[config.mk]
export PLATFORM = sky130hd
export DESIGN_NAME = link_handshake_ctrl
export DESIGN_NICKNAME = d
export VERILOG_FILES = /design/src/rtl/lnk_hs_pkg.sv /design/src/rtl/lhs_rst_sync.sv /design/src/rtl/lhs_qual_counter.sv /design/src/rtl/lhs_next_state.sv /design/src/rtl/lhs_out_decode.sv /design/src/rtl/link_handshake_ctrl.sv
export SDC_FILE = /design/constraint.sdc
export NUM_CORES = 1
export LEC_CHECK = 0
export BUFFER_PORTS_ARGS = -buffer_cell sky130_fd_sc_hd__buf_2
export CAP_MARGIN = 20
export CORE_UTILIZATION = 30
export CTS_CLUSTER_DIAMETER = 150
export DETAILED_ROUTE_END_ITERATION = 6
export GPL_ROUTABILITY_DRIVEN = 0
export HOLD_SLACK_MARGIN = 0.1
export PLACE_DENSITY = 0.45
export SYNTH_ARGS = -nofsm -noshare
export SYNTH_HDL_FRONTEND = slang
export SYNTH_SLANG_ARGS = --single-unit
[constraint.sdc]
create_clock -name clk -period 1.1 [get_ports clk]
set_clock_uncertainty 0.15 [all_clocks]
set_input_delay 0.22 -clock clk [delete_from_list [all_inputs] [get_ports clk]]
set_output_delay 0.22 -clock clk [all_outputs]
set_load 0.05 [all_outputs]
[src/rtl/lnk_hs_pkg.sv]
package lnk_hs_pkg;

  typedef enum logic [1:0] {
    RX_FERR  = 2'd0,
    RX_DATA  = 2'd1,
    RX_FILL0 = 2'd2,
    RX_FILL1 = 2'd3
  } rx_cond_e;

  typedef enum logic [1:0] {
    TX_FILL0 = 2'd0,
    TX_FILL1 = 2'd1,
    TX_USER  = 2'd2
  } tx_sel_e;

  typedef enum logic [1:0] {
    HS_START     = 2'd0,
    HS_WAIT_LOCK = 2'd1,
    HS_WAIT_PEER = 2'd2,
    HS_RUN       = 2'd3
  } hs_state_e;

  typedef struct packed {
    logic    fdet;
    tx_sel_e tx_sel;
    logic    ready;
  } hs_out_t;

endpackage

[src/rtl/lhs_rst_sync.sv]
module lhs_rst_sync #(
  parameter int unsigned STAGES = 2
) (
  input  logic clk,
  input  logic rst_n_in,
  output logic rst_n_out
);
  logic [STAGES-1:0] sync_q;

  always_ff @(posedge clk or negedge rst_n_in) begin
    if (!rst_n_in) sync_q <= '0;
    else           sync_q <= {sync_q[STAGES-2:0], 1'b1};
  end

  assign rst_n_out = sync_q[STAGES-1];
endmodule

[src/rtl/lhs_qual_counter.sv]
module lhs_qual_counter
  import lnk_hs_pkg::*;
#(
  parameter int unsigned FILL_FRAMES = 16,
  parameter int unsigned FREQ_FRAMES = 16
) (
  input  logic      clk,
  input  logic      rst_n,
  input  logic      frame_strobe,
  input  hs_state_e state,
  input  rx_cond_e  cond,
  output logic      qual_hit
);
  localparam int unsigned MAX_FRAMES = (FILL_FRAMES > FREQ_FRAMES) ? FILL_FRAMES : FREQ_FRAMES;
  localparam int unsigned CNT_W      = $clog2(MAX_FRAMES + 1);
  localparam logic [CNT_W-1:0] FILL_LAST = CNT_W'(FILL_FRAMES - 1);
  localparam logic [CNT_W-1:0] FREQ_LAST = CNT_W'(FREQ_FRAMES - 1);

  logic [CNT_W-1:0] cnt_q, cnt_d, last_val;
  logic             counting, good, cnt_en;

  always_comb begin
    counting = 1'b0;
    good     = 1'b0;
    last_val = '0;
    case (state)
      HS_START: begin
        counting = 1'b1;
        good     = (cond == RX_FILL0) || (cond == RX_FILL1);
        last_val = FILL_LAST;
      end
      HS_WAIT_LOCK: begin
        counting = 1'b1;
        good     = (cond == RX_FILL1);
        last_val = FREQ_LAST;
      end
      default: ;
    endcase
  end

  assign qual_hit = frame_strobe && counting && good && (cnt_q == last_val);
  assign cnt_en   = frame_strobe;

  always_comb begin
    if (!counting || !good || qual_hit) cnt_d = '0;
    else                                cnt_d = cnt_q + 1'b1;
  end

  always_ff @(posedge clk or negedge rst_n) begin
    if (!rst_n)      cnt_q <= '0;
    else if (cnt_en) cnt_q <= cnt_d;
  end

  AST_QUAL_ERR_CLEARS: assert property (@(posedge clk) disable iff (!rst_n)
    (frame_strobe && cond == RX_FERR) |=> (cnt_q == '0));
  AST_QUAL_IDLE_HOLDS: assert property (@(posedge clk) disable iff (!rst_n)
    !frame_strobe |=> $stable(cnt_q));
endmodule

[src/rtl/lhs_next_state.sv]
module lhs_next_state
  import lnk_hs_pkg::*;
(
  input  hs_state_e state,
  input  logic      frame_strobe,
  input  rx_cond_e  cond,
  input  logic      qual_hit,
  output hs_state_e state_d
);
  logic restart;

  assign restart = (cond == RX_FERR) || (cond == RX_FILL0);

  always_comb begin
    state_d = state;
    if (frame_strobe) begin
      case (state)
        HS_START: begin
          if (qual_hit) state_d = HS_WAIT_LOCK;
        end
        HS_WAIT_LOCK: begin
          if (restart)       state_d = HS_START;
          else if (qual_hit) state_d = HS_WAIT_PEER;
        end
        HS_WAIT_PEER: begin
          if (restart) state_d = HS_START;
          else         state_d = HS_RUN;
        end
        HS_RUN: begin
          if (restart) state_d = HS_START;
        end
        default: state_d = HS_START;
      endcase
    end
  end
endmodule

[src/rtl/lhs_out_decode.sv]
module lhs_out_decode
  import lnk_hs_pkg::*;
(
  input  hs_state_e state,
  input  logic      frame_strobe,
  input  rx_cond_e  cond,
  input  logic      user_avail,
  output hs_out_t   outs
);
  logic drop_now;

  assign drop_now = frame_strobe && ((cond == RX_FERR) || (cond == RX_FILL0));

  always_comb begin
    outs = '{fdet: 1'b1, tx_sel: TX_FILL0, ready: 1'b0};
    case (state)
      HS_START:     outs = '{fdet: 1'b1, tx_sel: TX_FILL0, ready: 1'b0};
      HS_WAIT_LOCK: outs = '{fdet: 1'b1, tx_sel: TX_FILL1, ready: 1'b0};
      HS_WAIT_PEER: outs = '{fdet: 1'b0, tx_sel: TX_FILL1, ready: 1'b0};
      HS_RUN: begin
        outs.fdet   = 1'b0;
        outs.tx_sel = user_avail ? TX_USER : TX_FILL1;
        outs.ready  = !drop_now;
      end
      default: ;
    endcase
  end
endmodule

[src/rtl/link_handshake_ctrl.sv]
module link_handshake_ctrl
  import lnk_hs_pkg::*;
#(
  parameter int unsigned FILL_QUAL_FRAMES = 16,
  parameter int unsigned FREQ_QUAL_FRAMES = 16
) (
  input  logic       clk,
  input  logic       rst_n,
  input  logic       frame_strobe,
  input  logic [1:0] rx_status,
  input  logic       user_avail,
  output logic       fdet_mode,
  output logic [1:0] tx_frame_sel,
  output logic       rdy_for_data
);
  logic      rst_sync_n;
  rx_cond_e  cond;
  hs_state_e state_q, state_d;
  logic      qual_hit, state_en;
  hs_out_t   outs;

  assign cond = rx_cond_e'(rx_status);

  lhs_rst_sync #(.STAGES(2)) u_rst_sync (
    .clk       (clk),
    .rst_n_in  (rst_n),
    .rst_n_out (rst_sync_n)
  );

  lhs_qual_counter #(
    .FILL_FRAMES (FILL_QUAL_FRAMES),
    .FREQ_FRAMES (FREQ_QUAL_FRAMES)
  ) u_qual (
    .clk          (clk),
    .rst_n        (rst_sync_n),
    .frame_strobe (frame_strobe),
    .state        (state_q),
    .cond         (cond),
    .qual_hit     (qual_hit)
  );

  lhs_next_state u_next (
    .state        (state_q),
    .frame_strobe (frame_strobe),
    .cond         (cond),
    .qual_hit     (qual_hit),
    .state_d      (state_d)
  );

  assign state_en = frame_strobe;

  always_ff @(posedge clk or negedge rst_sync_n) begin
    if (!rst_sync_n)   state_q <= HS_START;
    else if (state_en) state_q <= state_d;
  end

  lhs_out_decode u_dec (
    .state        (state_q),
    .frame_strobe (frame_strobe),
    .cond         (cond),
    .user_avail   (user_avail),
    .outs         (outs)
  );

  assign fdet_mode    = outs.fdet;
  assign tx_frame_sel = outs.tx_sel;
  assign rdy_for_data = outs.ready;

  AST_FDET_BLOCKS_DATA: assert property (@(posedge clk) disable iff (!rst_sync_n)
    fdet_mode |-> (tx_frame_sel != 2'd2 && !rdy_for_data));
  AST_READY_RISES_AFTER_FRAME: assert property (@(posedge clk) disable iff (!rst_sync_n)
    $rose(rdy_for_data) |-> $past(frame_strobe));
  AST_FILL0_RESTARTS: assert property (@(posedge clk) disable iff (!rst_sync_n)
    (frame_strobe && cond == RX_FILL0 && state_q != HS_START) |=> (state_q == HS_START));
  AST_FERR_RESTARTS: assert property (@(posedge clk) disable iff (!rst_sync_n)
    (frame_strobe && cond == RX_FERR) |=> (state_q == HS_START));
  AST_IDLE_HOLDS_STATE: assert property (@(posedge clk) disable iff (!rst_sync_n)
    !frame_strobe |=> $stable(state_q));
  AST_READY_DROPS_NOW: assert property (@(posedge clk) disable iff (!rst_sync_n)
    (frame_strobe && (cond == RX_FERR || cond == RX_FILL0)) |-> !rdy_for_data);
endmodule

## After elaboration in Yosys (flattened, before gate mapping)

Index checks and enable logic that the tools add are counted.

- Flip-flop bits (word level): 9
- Input bits: 6
- Output and inout bits: 4
- Word-level logic and storage cells: 40

- $add $sub $neg: 1
- Equal/unequal tests: 9
- Muxes and demuxes: 12
- Reduce and logical (&&, ||, !) cells: 15

Operator list:

| cell | number |
|---|---|
| case mux 4 bit (4 select lines) | 1 |
| two-way mux 2 bit | 6 |
| == test 2 bit, second input constant | 4 |
| case mux 2 bit (4 select lines) | 1 |
| adder 5 x 1 -> 5 bit, second input constant | 1 |
| == test 5 x 4 -> 1 bit | 1 |
| two-way mux 5 bit | 1 |
| logical AND 1 bit | 4 |
| zero test 2 bit | 2 |
| logical OR 1 bit | 4 |
| two-way mux 4 bit | 1 |
| != test 2 bit, second input constant | 2 |
| AND reduction 4 bit | 1 |
| zero test 1 bit | 3 |
| != test 3 bit, second input constant | 1 |
| == test 2 x 1 -> 1 bit, second input constant | 1 |
| case mux 1 bit (2 select lines) | 1 |
| OR reduction 2 bit | 1 |
| two-way mux 1 bit | 1 |

## Depth between registers and ports, before layout

- Depth after elaboration: 9
- Depth in mapped cells: 5
- Gate-level depth less buffers: 4

## Cells and area by module

From an unflattened synthesis, not the netlist that was laid out.

- Cell total of the unflattened synthesis: 54
- Area, all modules: 561.8 um2

By module, submodules not included:

| module | instances | cells each | area an instance (um2) | sequential area each (um2) |
|---|---|---|---|---|
| lhs_qual_counter | 1 | 33 | 356.6 | 125.1 |
| link_handshake_ctrl | 1 | 4 | 72.6 | 50.0 |
| lhs_rst_sync | 1 | 3 | 53.8 | 50.0 |
| lhs_next_state | 1 | 7 | 41.3 | 0.0 |
| lhs_out_decode | 1 | 7 | 37.5 | 0.0 |

## Worst setup path after synthesis

No wires, ideal clock.

- Kind: reg-to-output
- Start point: register state_q[0]
- End point: output port tx_frame_sel[0]
- Arrival: 1.499 ns
- Required time: 0.730 ns
- Path slack: -0.769 ns
- Cell stages (with the launch flop): 3
- Buffers on the path: 0
- Cell sequence: dfrtp_1 > and3_1 > nor2_1

- Cells in the longest elaborated chain, start to end: 2
- Elaborated cells on any way between the ends: 5
- Those cells by class: eq/ne (3); mux (1); reduce/logical (1)

RTL lines:

| item | RTL line | RTL |
|---|---|---|
| start: declaration | link_handshake_ctrl.sv:18 | `hs_state_e state_q, state_d;` |
| start signal: assignment | link_handshake_ctrl.sv:54 | `else if (state_en) state_q <= state_d;` |
| == test 2 bit (tied with other cells) | lhs_out_decode.sv:16 | `case (state)` |
| case mux 4 bit (4 select lines) * | lhs_out_decode.sv:16 |  |
| end: declaration | link_handshake_ctrl.sv:13 | `output logic [1:0] tx_frame_sel,` |

Every way passes the cells marked *; elsewhere a longest branch is shown, timed or not.

## Final worst setup path

Ends and elaborated chain as after synthesis.

==> insert_results.sql <==
INSERT INTO impl_metrics (metric_group, metric, value, unit) VALUES
('sta', 'timing.final.ws_setup', '-0.392', 'ns'),
('sta', 'grt_setup_unrepaired', 'true', ''),
('placed_design', 'place_hpwl', '860', 'µm'),
('cts', 'post_cts_hold_buffer_count', '1', ''),
('route', 'post-route-drc-count', '2', ''),
('yosys', 'syn_area_per_cell', '10.0', 'µm²'),
('sta', 'setup_violations_final', '11', ''),
('route', 'via_count_normalized_by_instance_count', '4.81', ''),
('setup_path', 'rr_endpoint', 'u_qual.cnt_q[2]', ''),
('sta', 'final.setup.tns', '-2.93', 'ns'),
('outcome', 'run_status', 'finished, violations left', ''),
('cts', 'cell_at_the_root_of_the_clock_tree', 'clkbuf_4', ''),
('route', 'totalWireLength', '1170', 'µm'),
('global_route', 'grt_start_max_net_pins', '11', ''),
('layout', 'area.growth.synth_to_final', '70.7', '%'),
('yosys', 'synth-seq-area-share', '43.2', '%'),
('setup_path', 'setup.worst_path.class', 'reg2out', ''),
('cts', 'h-tree-depth', '1', ''),
('cts', 'cts_max_path_buffers', '2', ''),
('setup_path', 'critical_path.cell_chain', 'and3_4, nor2_4, buf_6', ''),
('floorplanning', 'fp_rows', '14', ''),
('sta', 'finalHoldWorstSlack', '-0.0365', 'ns'),
('setup_path', 'worstSetupEndpoint', 'tx_frame_sel[0]', ''),
('global_route', 'use_met2', '21.8', '%'),
('yosys', 'syn_inst', '52', ''),
('sta', 'min_period', '1.49', 'ns'),
('outcome', 'failed_checks', 'design-rule violations, negative hold slack, negative setup slack', ''),
('cts', 'clock_tree_from_tritoncts', 'yes', ''),
('setup_path', 'cpLargestDelayFamily', 'flip-flops', ''),
('layout', 'layout_commonest_cell', 'buf_4', ''),
('floorplanning', 'dieHeight', '43.7', 'µm'),
('floorplanning', 'initial_utilization', '33.5', '%'),
('floorplanning', 'fp.dieArea', '1910', 'µm²'),
('global_route', 'global_route.overflow_total', '0', ''),
('placed_design', 'place.port_buffers', '9', ''),
('power', 'total_leakage_power', '0.423', 'nW'),
('setup_path', 'critical-path-max-stage-delay', '0.43', 'ns'),
('route', 'via_count', '481', ''),
('setup_path', 'worst-r2r-cell-count', '5', ''),
('setup_path', 'timing.critical_path.fanout_max', '4', ''),
('layout', 'multi_input_combinational_cell_area', '342', 'µm²'),
('hold_path', 'hold_class', 'reg2async', ''),
('layout', 'drive_above_1_share', '61.9', '%'),
('yosys', 'mappedNetlistNets', '59', ''),
('cts', 'tritoncts_num_sinks', '9', ''),
('route', 'routedWlPerCell', '11.7', 'µm'),
('layout', 'antennaDiodeCount', '0', ''),
('yosys', 'ys_types', '24', ''),
('global_route', 'antenna_violations_before_repair', '0', ''),
('setup_path', 'crit-reg2reg-launch', 'state_q[1]', ''),
('setup_path', 'worst-endpoint-arrival', '1.12', 'ns'),
('floorplanning', 'core', '1560', 'µm²'),
('setup_path', 'worstSetupEndpointType', 'primary output', ''),
('floorplanning', 'die_w', '43.7', 'µm'),
('cts', 'clock_buffers_created_by_tritoncts', '3', ''),
('global_route', 'groute.usage.overall', '15.1', '%'),
('global_route', 'met3_usage', '1.25', '%'),
('sta', 'finalHoldViolCount', '7', ''),
('setup_path', 'cp.required', '0.73', 'ns'),
('cts', 'clk-insertion-delay-late', '0.25', 'ns'),
('setup_path', 'path_depth', '3', ''),
('setup_path', 'critical_path.n_buffers_inverters', '1', ''),
('global_route', 'first_global_vias', '488', ''),
('cts', 'clk_pin_slew', '0.06', 'ns'),
('yosys', 'synth.cell_area', '522', 'µm²'),
('layout', 'n_fill_cell', '154', ''),
('global_route', 'top_usage_layer', 'met2', ''),
('placed_design', 'worst_slack_at_placement', '-0.246', 'ns'),
('route', 'initialDrtViolationCount', '6', ''),
('layout', 'layout_common_cells', 'buf_4, dfrtp_1, nand3_1, buf_2, buf_6', ''),
('yosys', 'ys_warn_count', '0', '');
per-stage QoR:
stage / instances / utilization, % / power [mW] / cell area [µm²] / hold slack [ns]
after floorplan: 52 / - / 0.495 / 574 / -0.226
after global placement: 92 / 48.3 / 0.575 / 753 / -0.145
after detailed placement: 92 / 48.3 / 0.576 / 753 / -0.145
after CTS: 99 / 54.7 / 0.836 / 853 / -0.0171
after global routing: 100 / 57.1 / 0.894 / 891 / 0.00213
final: 100 / 57.1 / 0.828 / 891 / -0.0365
cell families (layout without fill, tap and decap cells):
| logic type | count (synthesis) | after routing | share of synthesized area, % |
|---|---|---|---|
| fa+ha+maj | 1 | 1 | 2.40 |
| buf+inv | 6 | 38 | 5.99 |
| flops | 9 | 9 | 43.2 |
| mux | 2 | 2 | 3.84 |
| compound gates | 8 | 8 | 15.6 |
| other cells | 1 | 1 | 0.719 |
| simple gates | 25 | 25 | 28.3 |
synth_stat cells (all sizes together):
library cell / instances / area share (%)
nor2b: 2 / 2.4
o311ai: 1 / 5.0
mux2i: 2 / 3.8
nand3b: 1 / 1.4
a31oi: 1 / 1.2
nand4: 1 / 2.4
inv: 4 / 2.9
buf: 2 / 3.1
dfrtp: 9 / 43
nor2: 4 / 2.9
nand2b: 2 / 2.4
and3: 3 / 3.6
a21boi: 2 / 4.3
ha: 1 / 2.4
a21oi: 1 / 0.96
o22ai: 2 / 2.4
a211o: 1 / 1.7
nand3: 6 / 5.8
nand2: 4 / 4.3
conb: 1 / 0.72
and2b: 1 / 1.4
and4: 1 / 1.7
worst min-delay path by stage:
stage / depth (start not counted) / slack [ns] / endpoint / start
final: 0 / -0.04 / state_q[0] / u_rst_sync.sync_q[1]
after global routing: 0 / 0.002 / u_qual.cnt_q[3] / u_rst_sync.sync_q[1]
after CTS: 0 / -0.02 / u_qual.cnt_q[4] / u_rst_sync.sync_q[1]
after detailed placement: 1 / -0.14 / u_rst_sync.sync_q[1] / rst_n
after global placement: 1 / -0.14 / u_rst_sync.sync_q[0] / rst_n
after floorplan: 0 / -0.23 / u_rst_sync.sync_q[0] / rst_n
routing by layer:
metal | vias to the layer above | share of wire (%)
li1 | 250 | -
met1 | 216 | 47
met2 | 13 | 48
met3 | 2 | 4.3
met4 | 0 | 0.34
met5 | - | 0
repair_timing:
item,4_1_cts,5_1_grt
pin swaps,1,4
buffers inserted,2,1
hold endpoints to repair,9,7
gates resized for setup,15,7
endpoints found under the setup margin,11,11
layout make-up:
class	count	area share [%]
clock buffers	4	2.95
inverters	4	2.11
multi-input cells	37	38.3
flip-flops and latches	9	25.4
well taps	16	2.25
repair buffers	30	28.9
flip-flops by register name, indices dropped and copies added, names as in the netlist:
| signal | count |
|---|---|
| u_qual.cnt_q | 5 |
| state_q | 2 |
| u_rst_sync.sync_q | 2 |
power by group:
group          switching, mW  internal (mW)  total, mW
Sequential            0.0192          0.356      0.375
Combinational         0.0974          0.114      0.212
Clock                  0.102          0.139      0.241
Total                  0.219          0.609      0.828
No activity file was read; power rests on OpenSTA's default activity.
